File: src/rtl/line_draw_pkg.sv
// Shared widths, register indices and the configuration record of the
// line drawing engine. Assumes a 32-bit word and byte-addressed memory.
package line_draw_pkg;
    parameter int ADDR_W  = 32;
    parameter int FRAC_W  = 12;
    parameter int CNT_W   = 12;
    parameter int PAT_W   = 16;
    parameter int DATA_W  = 32;
    localparam int FRAC_MOD = (1 << FRAC_W) - 1;
    localparam int OFF_W    = $clog2(DATA_W);

    localparam logic [3:0] RG_CTRL  = 4'd0;
    localparam logic [3:0] RG_ORG   = 4'd1;
    localparam logic [3:0] RG_SUBP  = 4'd2;
    localparam logic [3:0] RG_STEP  = 4'd3;
    localparam logic [3:0] RG_COUNT = 4'd4;
    localparam logic [3:0] RG_PAT   = 4'd5;
    localparam logic [3:0] RG_FG    = 4'd6;
    localparam logic [3:0] RG_BG    = 4'd7;
    localparam logic [3:0] RG_PITCH = 4'd8;
    localparam logic [3:0] RG_IRQ   = 4'd9;

    typedef struct packed {
        logic [ADDR_W-1:0] origin;
        logic [OFF_W-1:0]  subpix;
        logic [FRAC_W-1:0] xfrac;
        logic [FRAC_W-1:0] yfrac;
        logic [CNT_W-1:0]  count;
        logic [PAT_W-1:0]  pattern;
        logic [DATA_W-1:0] fg;
        logic [DATA_W-1:0] bg;
        logic [ADDR_W-1:0] pitch;
        logic              irq_en;
        logic              xneg;
        logic              yneg;
        logic [1:0]        depth;
    } line_cfg_t;

    // Pixel width in bits for a depth code (codes 2 and 3 both mean 32).
    function automatic logic [OFF_W:0] depth_bits(input logic [1:0] code);
        case (code)
            2'd0:    return (OFF_W+1)'(8);
            2'd1:    return (OFF_W+1)'(16);
            default: return (OFF_W+1)'(32);
        endcase
    endfunction
endpackage

File: src/rtl/line_draw_regs.sv
// Configuration register file, start pulse and sticky interrupt flag.
// Assumes software does not expect writes to take effect while busy.
module line_draw_regs
    import line_draw_pkg::*;
(
    input  logic              clk,
    input  logic              rst_n,
    input  logic              we,
    input  logic [3:0]        addr,
    input  logic [31:0]       wdata,
    input  logic              busy,
    input  logic              done,
    output line_cfg_t         cfg,
    output logic              go,
    output logic              irq,
    output logic [31:0]       rdata
);
    line_cfg_t cfg_q;
    logic      irq_q;
    logic      wr_ok;

    assign wr_ok = we && !busy;
    assign go    = wr_ok && (addr == RG_CTRL) && wdata[0];
    assign cfg   = cfg_q;
    assign irq   = irq_q;

    // Holds configuration; writes are accepted only while idle.
    always_ff @(posedge clk) begin
        if (!rst_n) begin
            cfg_q <= '0;
        end else if (wr_ok) begin
            case (addr)
                RG_CTRL: begin
                    cfg_q.irq_en <= wdata[1];
                    cfg_q.xneg   <= wdata[2];
                    cfg_q.yneg   <= wdata[3];
                    cfg_q.depth  <= wdata[5:4];
                end
                RG_ORG:   cfg_q.origin  <= {wdata[ADDR_W-1:2], 2'b00};
                RG_SUBP:  cfg_q.subpix  <= wdata[OFF_W-1:0];
                RG_STEP: begin
                    cfg_q.xfrac <= wdata[FRAC_W-1:0];
                    cfg_q.yfrac <= wdata[16+FRAC_W-1:16];
                end
                RG_COUNT: cfg_q.count   <= wdata[CNT_W-1:0];
                RG_PAT:   cfg_q.pattern <= wdata[PAT_W-1:0];
                RG_FG:    cfg_q.fg      <= wdata;
                RG_BG:    cfg_q.bg      <= wdata;
                RG_PITCH: cfg_q.pitch   <= wdata;
                default:  ;
            endcase
        end
    end

    // Sticky completion flag; a completion beats a same-cycle clear.
    always_ff @(posedge clk) begin
        if (!rst_n)
            irq_q <= 1'b0;
        else if (done && cfg_q.irq_en)
            irq_q <= 1'b1;
        else if (we && addr == RG_IRQ && wdata[0])
            irq_q <= 1'b0;
    end

    // Combinational readback of the selected register.
    always_comb begin
        rdata = '0;
        case (addr)
            RG_CTRL:  rdata = {26'd0, cfg_q.depth, cfg_q.yneg, cfg_q.xneg,
                               cfg_q.irq_en, busy};
            RG_ORG:   rdata = cfg_q.origin;
            RG_SUBP:  rdata = 32'(cfg_q.subpix);
            RG_STEP:  rdata = {4'd0, cfg_q.yfrac, 4'd0, cfg_q.xfrac};
            RG_COUNT: rdata = 32'(cfg_q.count);
            RG_PAT:   rdata = 32'(cfg_q.pattern);
            RG_FG:    rdata = cfg_q.fg;
            RG_BG:    rdata = cfg_q.bg;
            RG_PITCH: rdata = cfg_q.pitch;
            RG_IRQ:   rdata = {31'd0, irq_q};
            default:  rdata = '0;
        endcase
    end
endmodule

File: src/rtl/line_draw_stepper.sv
// Walks the line: per-axis modulo-4095 accumulators, word address and
// bit offset, pattern rotation and remaining-pixel count.
// Assumes the start offset is a multiple of the pixel width.
module line_draw_stepper
    import line_draw_pkg::*;
(
    input  logic              clk,
    input  logic              rst_n,
    input  logic              go,
    input  logic              accept,
    input  line_cfg_t         cfg,
    output logic              busy,
    output logic              done,
    output logic [ADDR_W-1:0] word_addr,
    output logic [OFF_W-1:0]  bit_off,
    output logic              pat_bit
);
    logic              busy_q;
    logic [ADDR_W-1:0] addr_q;
    logic [OFF_W-1:0]  off_q;
    logic [FRAC_W-1:0] accx_q, accy_q;
    logic [CNT_W-1:0]  left_q;
    logic [PAT_W-1:0]  pat_q;

    logic [FRAC_W:0]   sumx, sumy;
    logic              movx, movy;
    logic [FRAC_W-1:0] accx_n, accy_n;
    logic [OFF_W:0]    dbits, offt;
    logic [OFF_W-1:0]  off_n;
    logic [ADDR_W-1:0] xdelta, ydelta;

    assign busy      = busy_q;
    assign done      = busy_q && accept && (left_q == '0);
    assign word_addr = addr_q;
    assign bit_off   = off_q;
    assign pat_bit   = pat_q[0];
    assign dbits     = depth_bits(cfg.depth);

    // Fractional accumulators: a wrap at 4095 moves the axis one pixel.
    always_comb begin
        sumx   = {1'b0, accx_q} + {1'b0, cfg.xfrac};
        sumy   = {1'b0, accy_q} + {1'b0, cfg.yfrac};
        movx   = sumx >= (FRAC_W+1)'(FRAC_MOD);
        movy   = sumy >= (FRAC_W+1)'(FRAC_MOD);
        accx_n = movx ? FRAC_W'(sumx - (FRAC_W+1)'(FRAC_MOD)) : sumx[FRAC_W-1:0];
        accy_n = movy ? FRAC_W'(sumy - (FRAC_W+1)'(FRAC_MOD)) : sumy[FRAC_W-1:0];
    end

    // Horizontal move: offset walks by pixel width, wrapping into the next word.
    always_comb begin
        offt   = cfg.xneg ? ({1'b0, off_q} - dbits) : ({1'b0, off_q} + dbits);
        off_n  = off_q;
        xdelta = '0;
        if (movx) begin
            off_n = offt[OFF_W-1:0];
            if (offt[OFF_W])
                xdelta = cfg.xneg ? -ADDR_W'(DATA_W/8) : ADDR_W'(DATA_W/8);
        end
        ydelta = movy ? (cfg.yneg ? -cfg.pitch : cfg.pitch) : '0;
    end

    // Sequencer state: load on start, advance on each accepted pixel.
    always_ff @(posedge clk) begin
        if (!rst_n) begin
            busy_q <= 1'b0;
            addr_q <= '0;
            off_q  <= '0;
            accx_q <= '0;
            accy_q <= '0;
            left_q <= '0;
            pat_q  <= '0;
        end else if (go) begin
            busy_q <= 1'b1;
            addr_q <= cfg.origin;
            off_q  <= cfg.subpix;
            accx_q <= '0;
            accy_q <= '0;
            left_q <= cfg.count;
            pat_q  <= cfg.pattern;
        end else if (busy_q && accept) begin
            if (left_q == '0) begin
                busy_q <= 1'b0;
            end else begin
                addr_q <= addr_q + xdelta + ydelta;
                off_q  <= off_n;
                accx_q <= accx_n;
                accy_q <= accy_n;
                left_q <= left_q - 1'b1;
                pat_q  <= {pat_q[0], pat_q[PAT_W-1:1]};
            end
        end
    end
endmodule

File: src/rtl/line_draw_pixfmt.sv
// Builds the write data and byte enables of one pixel from depth,
// bit offset and colour choice. Purely combinational.
module line_draw_pixfmt
    import line_draw_pkg::*;
(
    input  logic [1:0]        depth,
    input  logic [OFF_W-1:0]  bit_off,
    input  logic              use_fg,
    input  logic [DATA_W-1:0] fg,
    input  logic [DATA_W-1:0] bg,
    output logic [DATA_W-1:0] data,
    output logic [DATA_W/8-1:0] be
);
    localparam int NB = DATA_W / 8;
    logic [DATA_W-1:0] colour;
    logic [NB-1:0]     mask;

    assign colour = use_fg ? fg : bg;

    // Replicate the pixel across the word and pick its lane mask.
    always_comb begin
        case (depth)
            2'd0: begin
                data = {(DATA_W/8){colour[7:0]}};
                mask = NB'(1);
            end
            2'd1: begin
                data = {(DATA_W/16){colour[15:0]}};
                mask = NB'(3);
            end
            default: begin
                data = colour;
                mask = '1;
            end
        endcase
        be = NB'(mask << bit_off[OFF_W-1:3]);
    end
endmodule

File: src/rtl/line_draw_engine.sv
// Top of the line drawing engine: register file, stepper and pixel
// formatter joined to a valid/ready memory write port.
module line_draw_engine
    import line_draw_pkg::*;
(
    input  logic        clk,
    input  logic        rst_n,
    input  logic        cfg_we,
    input  logic [3:0]  cfg_addr,
    input  logic [31:0] cfg_wdata,
    output logic [31:0] cfg_rdata,
    output logic        mem_valid,
    input  logic        mem_ready,
    output logic [31:0] mem_addr,
    output logic [31:0] mem_data,
    output logic [3:0]  mem_be,
    output logic        irq
);
    line_cfg_t        cfg;
    logic             go, busy, done, pat_bit;
    logic [OFF_W-1:0] bit_off;

    line_draw_regs u_regs (
        .clk(clk), .rst_n(rst_n), .we(cfg_we), .addr(cfg_addr),
        .wdata(cfg_wdata), .busy(busy), .done(done), .cfg(cfg),
        .go(go), .irq(irq), .rdata(cfg_rdata)
    );

    line_draw_stepper u_step (
        .clk(clk), .rst_n(rst_n), .go(go), .accept(mem_ready),
        .cfg(cfg), .busy(busy), .done(done), .word_addr(mem_addr),
        .bit_off(bit_off), .pat_bit(pat_bit)
    );

    line_draw_pixfmt u_fmt (
        .depth(cfg.depth), .bit_off(bit_off), .use_fg(pat_bit),
        .fg(cfg.fg), .bg(cfg.bg), .data(mem_data), .be(mem_be)
    );

    assign mem_valid = busy;
endmodule

File: config.mk
export PLATFORM = sky130hd
export DESIGN_NAME = line_draw_engine
export DESIGN_NICKNAME = d
export VERILOG_FILES = /design/src/rtl/line_draw_pkg.sv /design/src/rtl/line_draw_regs.sv /design/src/rtl/line_draw_stepper.sv /design/src/rtl/line_draw_pixfmt.sv /design/src/rtl/line_draw_engine.sv
export SDC_FILE = /design/constraint.sdc
export NUM_CORES = 1
export LEC_CHECK = 0
export ABC_AREA = 1
export CORE_ASPECT_RATIO = 2
export CORE_UTILIZATION = 25
export DETAILED_ROUTE_END_ITERATION = 10
export DONT_BUFFER_PORTS = 1
export GPL_ROUTABILITY_DRIVEN = 0
export SLEW_MARGIN = 20
export SYNTH_ARGS = -nofsm -noshare
export SYNTH_HDL_FRONTEND = slang
export SYNTH_SLANG_ARGS = --single-unit
File: constraint.sdc
create_clock -name clk -period 7.8 [get_ports clk]
set_input_delay 1.56 -clock clk [delete_from_list [all_inputs] [get_ports clk]]
set_output_delay 1.56 -clock clk [all_outputs]
set_load 0.02 [all_outputs]
==> results of run 1 <==
[per-stage QoR]
step / power, W / setup slack (ns) / std cells
final: 0.00298 / 1.95 / 3439
after global routing: 0.00306 / 1.39 / 3438
after CTS: 0.00299 / 1.94 / 3438
after detailed placement: 0.00169 / 1.98 / 3392
after global placement: 0.00169 / 2.07 / 3392
after floorplan: 0.00163 / 1.66 / 2584
[state kept, by name (all words and copies together), names as in the netlist]
signal / cells
u_regs.cfg: 188
u_regs.irq: 1
u_step.accx_q: 12
u_step.accy_q: 12
u_step.bit_off: 2
u_step.busy: 1
u_step.left_q: 12
u_step.pat_q: 16
u_step.word_addr: 32
[worst min-delay path: stages, from the launching register on]
cell and delay [ns]:
dfxtp_1 0.30, inv_1 0.06, a21oi_1 0.06
[per-layer routing]
metal  wire length [um]  track usage (%)
met3               5510             4.53
met2              34300             34.2
met1              24700             20.1
met5                 17                0
met4               5800             14.8
[where the power goes]
group	switching [W]	leakage, nW	internal, W
Combinational	0.000157	5.39	0.0000552
Sequential	0.0000161	2.23	0.00143
Clock	0.000625	0.411	0.000692
Total	0.000798	8.03	0.00218
[cells in the final DEF, fill, tap and decap left out, types with 9 or more instances in the layout]
cell and instances:
a31oi_1 33, nor2_1 209, o22ai_1 45, inv_2 11
xor2_1 34, a21oi_1 278, inv_1 412, nor3_1 20
fa_1 32, o211ai_1 12, xnor2_1 11, o21ai_0 272
a221oi_1 16, clkbuf_16 25, o21ai_1 9, or2_2 12
nand3_1 135, nand4_1 18, buf_4 29, ha_1 63
nand2_1 454, o221ai_1 35, dfxtp_1 275
[cells by family (layout without fill, tap and decap cells)]
group | after synthesis | count (layout) | share of synthesized area (%)
XOR/XNOR | 45 | 45 | 2.27
buffers and inverters | 547 | 504 | 12.1
flip-flops | 276 | 276 | 31.9
AND/OR/NAND/NOR | 888 | 888 | 21.9
adder cells (fa/ha/maj) | 95 | 95 | 8.25
AO/OA/AOI/OAI | 733 | 733 | 23.7
other | 0 | 1 | 0
[path summary, 6_finish.rpt]
kind	from	endpoint	slack [ns]
max	u_regs.cfg[0]	u_step.word_addr[30]	1.95
min	u_regs.cfg[153]	u_regs.cfg[153]	0.46
max reg2reg	u_regs.cfg[0]	u_step.word_addr[30]	1.95
min reg2reg	u_regs.cfg[153]	u_regs.cfg[153]	0.46
[cell type report]
| class | instances | area (um2) |
|---|---|---|
| clock buffer | 31 | 678 |
| sequential | 276 | 5530 |
| tap | 897 | 1120 |
| inverter | 429 | 1610 |
| fill | 7560 | 49500 |
| multi-input combinational | 1761 | 9740 |
| timing repair buffer | 29 | 218 |
| antenna | 1 | 2.50 |
| clock inverter | 15 | 143 |
==> qor.csv, run 1 <==
stage,metric,value,unit
clocking,cts-htree-levels,1,
cells_and_area,drive_gt1_share,5.27,%
floorplan,die_y,374,um
clocking,root_buffer,clkbuf_16,
timing,fin_setup_tns,0,ns
floorplan,io_pins,142,
synth,mappedNetlistArea,17300,um2
synth,synth-edff-count,0,
synth,synth_top_cell_by_area,dfxtp_1,
global_routing,grt_overflow,0,
worst_setup_path,end_kind,flip-flop,
worst_setup_path,reg2reg_depth,26,
floorplan,core-area,68600,um2
timing,slew_headroom,26.2,%
cells_and_area,fin_nets,2657,
timing,min_period_over_period,75.1,%
global_routing,grt_pass1_wl,104,mm
worst_setup_path,critPathArrivalTime,6.27,ns
worst_setup_path,slowest_delay,0.55,ns
detailed_routing,detail_route.iter0.violations,1487,
synth,avgSynthCellArea,6.70,um2
place,io_buffers,0,
detailed_routing,first_pass_iters,6,
power_and_ir_drop,pwr_density_cell,156,nW/um2
synth,synth_async_sr_flop_share,0,%
worst_setup_path,path_common_cell,nand3_1,
timing,finClkSkew,0.0202,ns
global_routing,first_global_vias,16500,
job,maxCapViolCount,0,
detailed_routing,ant_nets,0,
clocking,cts_tree,done,
clocking,clk_latency,0.58,ns
worst_setup_path,critical_path.slowest_cell,o21ai_0,
synth,synthDominantCellAreaShare,31.9,%
floorplan,rows,136,
clocking,cts_buffer_depth,3,
worst_setup_path,cp_num_buf_inv,3,
worst_setup_path,crit_path_max_fanout,30,
place,place_area,18200,um2
detailed_routing,routed_wl,70.3,mm
timing,worst_pin_slew,1.10,ns
synth,synthTopCellsByCount,"nand2_1, inv_1, a21oi_1",
clocking,cts.clk_slew.worst_paths,0.08,ns
clocking,cts_hold_repair.buffers,0,
timing,drv_slew,0,
global_routing,grt_usage,19.6,%
floorplan,die_w,188,um
cells_and_area,area_delta_synth_final,9.89,%
timing,hold_viol_final,0,
detailed_routing,dr_total_vias,17300,
synth,ys_seq_area_share,31.9,%
worst_setup_path,critPathRequiredTime,8.22,ns
global_routing,antenna_found_initial,1,
synth,ys_ff_latch,276,
min_path,whs_path_depth,2,
power_and_ir_drop,ir_drop,144,uV
global_routing,grt_start_max_net_pins,196,
floorplan,dieArea,70400,um2
power_and_ir_drop,total_leakage_power,8.03,nW
worst_setup_path,path_class,flip-flop to flip-flop,
synth,synth_fp_nets,2719,
timing,rsz0062_at_grt,no,
synth,syn_inst,2584,
cells_and_area,utilization,27.8,%
synth,ys.flop_type,dfxtp_1,
status,status,finished clean,
synth,synthDistinctLibCells,54,
clocking,ctsResizeCount,0,
synth,yosys_warnings,0,
min_path,hold_class,flip-flop to flip-flop,
clocking,post-cts-setup-buffers,0,
floorplan,start_util,25.3,%
place,dp_hpwl,53.9,mm
worst_setup_path,cp-start-kind,flip-flop,
detailed_routing,wire_per_inst,20.4,um
worst_setup_path,cp.depth,26,
detailed_routing,via_per_inst,5.04,
timing,min_period,5.85,ns
cells_and_area,fin_area,19000,um2
timing,fmax,0.171,GHz
synth,synth.area.top_cells,"dfxtp_1, nand2_1, inv_1",
worst_setup_path,crit_family,simple AND/OR/NAND/NOR gates,
clocking,clock-sinks,276,
synth,yosysMostFrequentCell,nand2_1,
clocking,numCtsBuffers,25,
detailed_routing,route.detailed.drc,0,
timing,hold_slack,0.462,ns
timing,setup_viol,0,
No activity file was read; power rests on OpenSTA's default activity.
==> run 2: changes to the inputs <==
Settings changed: ABC_AREA 1 to 0.
Clock period 7.8 ns to 6.1 ns, I/O delays scaled along.
==> qor.csv, run 2 <==
stage,metric,value,unit,change
global_routing,first_global_vias,15900,,was 16500
timing,finClkSkew,0.0163,ns,was 0.0202 ns
floorplan,dieArea,70400,um2,about the same
clocking,cts_tree,done,,unchanged
synth,synth_async_sr_flop_share,0,%,unchanged
timing,min_period_over_period,96.6,%,was 75.1%
cells_and_area,fin_nets,2290,,was 2657
worst_setup_path,critPathRequiredTime,6.59,ns,was 8.22 ns
detailed_routing,ant_nets,0,,unchanged
global_routing,met3_usage,4.78,%,was 4.53%
global_routing,grt_start_max_net_pins,255,,was 196
detailed_routing,detail_route.iter0.violations,1334,,was 1487
cells_and_area,drive_gt1_share,9.58,%,was 5.27%
synth,yosys_warnings,0,,unchanged
min_path,hold_class,flip-flop to flip-flop,,unchanged
place,dp_hpwl,53.4,mm,was 53.9 mm
power_and_ir_drop,total_leakage_power,7.20,nW,was 8.03 nW
synth,synthDominantCellAreaShare,31.9,%,about the same
floorplan,core-area,68600,um2,unchanged
synth,ys_seq_area_share,31.9,%,about the same
global_routing,grt_usage,19.9,%,was 19.6%
timing,worst_pin_slew,1.09,ns,was 1.10 ns
clocking,cts-htree-levels,1,,unchanged
worst_setup_path,crit_path_max_fanout,12,,was 30
clocking,clock-sinks,276,,unchanged
worst_setup_path,reg2reg_depth,27,,was 26
cells_and_area,final_cell_mix,"nand2_1, dfxtp_1, a21boi_0",,"was nand2_1, inv_1, a21oi_1"
place,place_area,18400,um2,was 18200 um2
detailed_routing,wire_per_inst,23.3,um,was 20.4 um
timing,min_period,5.89,ns,was 5.85 ns
power_and_ir_drop,ir_drop,150,uV,was 144 uV
detailed_routing,route.detailed.drc,0,,unchanged
min_path,whs_path_depth,2,,unchanged
synth,synth.area.top_cells,"dfxtp_1, nand2_1, a21boi_0",,"was dfxtp_1, nand2_1, inv_1"
global_routing,antenna_found_initial,0,,was 1
synth,synthTopCellsByCount,"nand2_1, dfxtp_1, a21boi_0",,"was nand2_1, inv_1, a21oi_1"
synth,ys.flop_type,dfxtp_1,,unchanged
synth,ys_ff_latch,276,,unchanged
min_path,hp-start,u_step.accy_q[10],,was u_regs.cfg[153]
synth,synth-edff-count,0,,unchanged
floorplan,io_pins,142,,unchanged
synth,synth_top_cell_by_area,dfxtp_1,,unchanged
synth,avgSynthCellArea,7.82,um2,was 6.70 um2
global_routing,grt_pass1_wl,105,mm,was 104 mm
detailed_routing,dr_total_vias,16200,,was 17300
worst_setup_path,r2r-start,u_regs.cfg[141],,was u_regs.cfg[0]
clocking,cts_hold_repair.buffers,0,,unchanged
worst_setup_path,regToRegSetupSlack,0.21,ns,was 1.95 ns
clocking,cts.clk_slew.worst_paths,0.08,ns,about the same
place,dp_cells,3018,,was 3392
synth,syn_inst,2213,,was 2584
timing,hold_viol_final,0,,unchanged
synth,synth_fp_nets,2348,,was 2719
global_routing,busiest_layer,met2,,unchanged
worst_setup_path,reg2reg_to,u_step.word_addr[31],,was u_step.word_addr[30]
synth,synthDistinctLibCells,79,,was 54
floorplan,die_y,374,um,about the same
detailed_routing,routed_wl,71.5,mm,was 70.3 mm
cells_and_area,final_common_cell,nand2_1,,unchanged
worst_setup_path,end_kind,flip-flop,,unchanged
place,io_buffers,0,,unchanged
cells_and_area,fillers,7302,,was 7560
status,status,finished clean,,unchanged
detailed_routing,via_per_inst,5.28,,was 5.04
global_routing,grt_use_met2,35.4,%,was 34.2%
clocking,numCtsBuffers,25,,unchanged
synth,mappedNetlistArea,17300,um2,about the same
cells_and_area,fin_cells,3069,,was 3439
power_and_ir_drop,pwr_density_cell,190,nW/um2,was 156 nW/um2
timing,slew_headroom,26.3,%,was 26.2%
timing,setup_viol,0,,unchanged
min_path,hold_end,u_step.accy_q[10],,was u_regs.cfg[153]
worst_setup_path,path_class,flip-flop to flip-flop,,unchanged
cells_and_area,fin_area,19500,um2,was 19000 um2
synth,yosysMostFrequentCell,nand2_1,,unchanged
job,maxCapViolCount,0,,unchanged
floorplan,start_util,25.2,%,was 25.3%
global_routing,met1_usage,19.8,%,was 20.1%
worst_setup_path,cp-start-kind,flip-flop,,unchanged
clocking,cts_buffer_depth,3,,unchanged
cells_and_area,largest_reg_flops,188,,unchanged
cells_and_area,area_delta_synth_final,12.8,%,was 9.89%
clocking,root_buffer,clkbuf_16,,unchanged
clocking,clk_latency,0.58,ns,about the same
floorplan,rows,136,,unchanged
global_routing,grt_overflow,0,,unchanged
timing,drv_slew,0,,unchanged
power_and_ir_drop,total_power,0.00371,W,was 0.00298 W
floorplan,die_w,188,um,about the same
worst_setup_path,critPathArrivalTime,6.38,ns,was 6.27 ns
detailed_routing,first_pass_iters,7,,was 6
timing,fmax,0.170,GHz,was 0.171 GHz
[run 2: layout make-up]
| class | count | area (um2) | share of cell area, % |
|---|---|---|---|
| clock buffers | 33 | 706 | 3.61 |
| well taps | 897 | 1120 | 5.75 |
| clock inverters | 10 | 118 | 0.602 |
| flip-flops and latches | 276 | 5530 | 28.3 |
| multi-input cells | 1674 | 11100 | 57.0 |
| repair buffers | 62 | 485 | 2.49 |
| diodes | 1 | 2.50 | 0.0128 |
| inverters | 116 | 439 | 2.25 |
[run 2: how the worst max path moves through the flow]
stage / start / endpoint / cells past startpoint
6_report: u_regs.cfg[141] / u_step.word_addr[31] / 27
5_1_grt: u_regs.cfg[129] / u_step.word_addr[31] / 24
4_1_cts: u_regs.cfg[142] / u_step.word_addr[31] / 26
3_5_place_dp: u_regs.cfg[142] / u_step.word_addr[31] / 26
3_3_place_gp: u_regs.cfg[142] / u_step.word_addr[31] / 26
2_1_floorplan: u_regs.cfg[141] / u_step.word_addr[30] / 27
[run 2: per-layer routing]
metal / up-vias / part of all wire (%)
met5: - / 0
met4: 0 / 8.8
met3: 242 / 7.8
met2: 670 / 50
met1: 7755 / 34
li1: 7530 / -
[run 2: repair_timing]
action,CTS,global route
setup buffers,0,7
resized for setup,0,50
endpoints found under the setup margin,0,13
[run 2: kinds of logic (layout without fill, tap and decap cells)]
family,count (synthesis),after routing,synth area share [%]
simple gates,854,854,21.7
compound gates,586,586,24.6
flops,276,276,31.9
buf+inv,263,221,5.80
fa+ha+maj,95,95,8.25
xor+xnor,87,87,4.40
mux,52,52,3.28
other cells,0,1,0
[run 2: critical path, cell delays in order (launching register included)]
cell and delay, ns:
dfxtp_2 0.36, ha_4 0.16, inv_1 0.06, fa_2 0.36, nor2b_2 0.16, o2111ai_1 0.21
a32o_1 0.35, nor3_4 0.19, nand3_2 0.15, o41ai_4 0.43, and2_4 0.23, clkinvlp_4 0.09
buf_12 0.16, fa_1 0.50, inv_1 0.06, ha_4 0.29, nand2b_4 0.07, a21oi_4 0.19
nor4_4 0.07, buf_4 0.16, o31ai_4 0.26, buf_6 0.16, a21oi_4 0.07, o31a_1 0.34
o21ai_4 0.20, a311oi_2 0.13, nand2b_1 0.16, o311ai_1 0.21
[run 2: stage by stage]
stage | setup WS [ns] | util, % | setup TNS [ns] | hold slack, ns
CTS | 0.0259 | 28.0 | 0 | 0.464
global route | -0.0699 | 28.5 | -0.105 | 0.497
detailed placement | 0.0376 | 26.8 | 0 | 0.454
global placement | 0.127 | 26.8 | 0 | 0.442
floorplan | 0.000176 | - | 0 | 0.436
finish | 0.208 | 28.5 | 0 | 0.463
[run 2: where the power goes]
part           internal [W]  switching, W
Combinational     0.0000658      0.000115
Clock              0.000902      0.000787
Sequential          0.00182     0.0000224
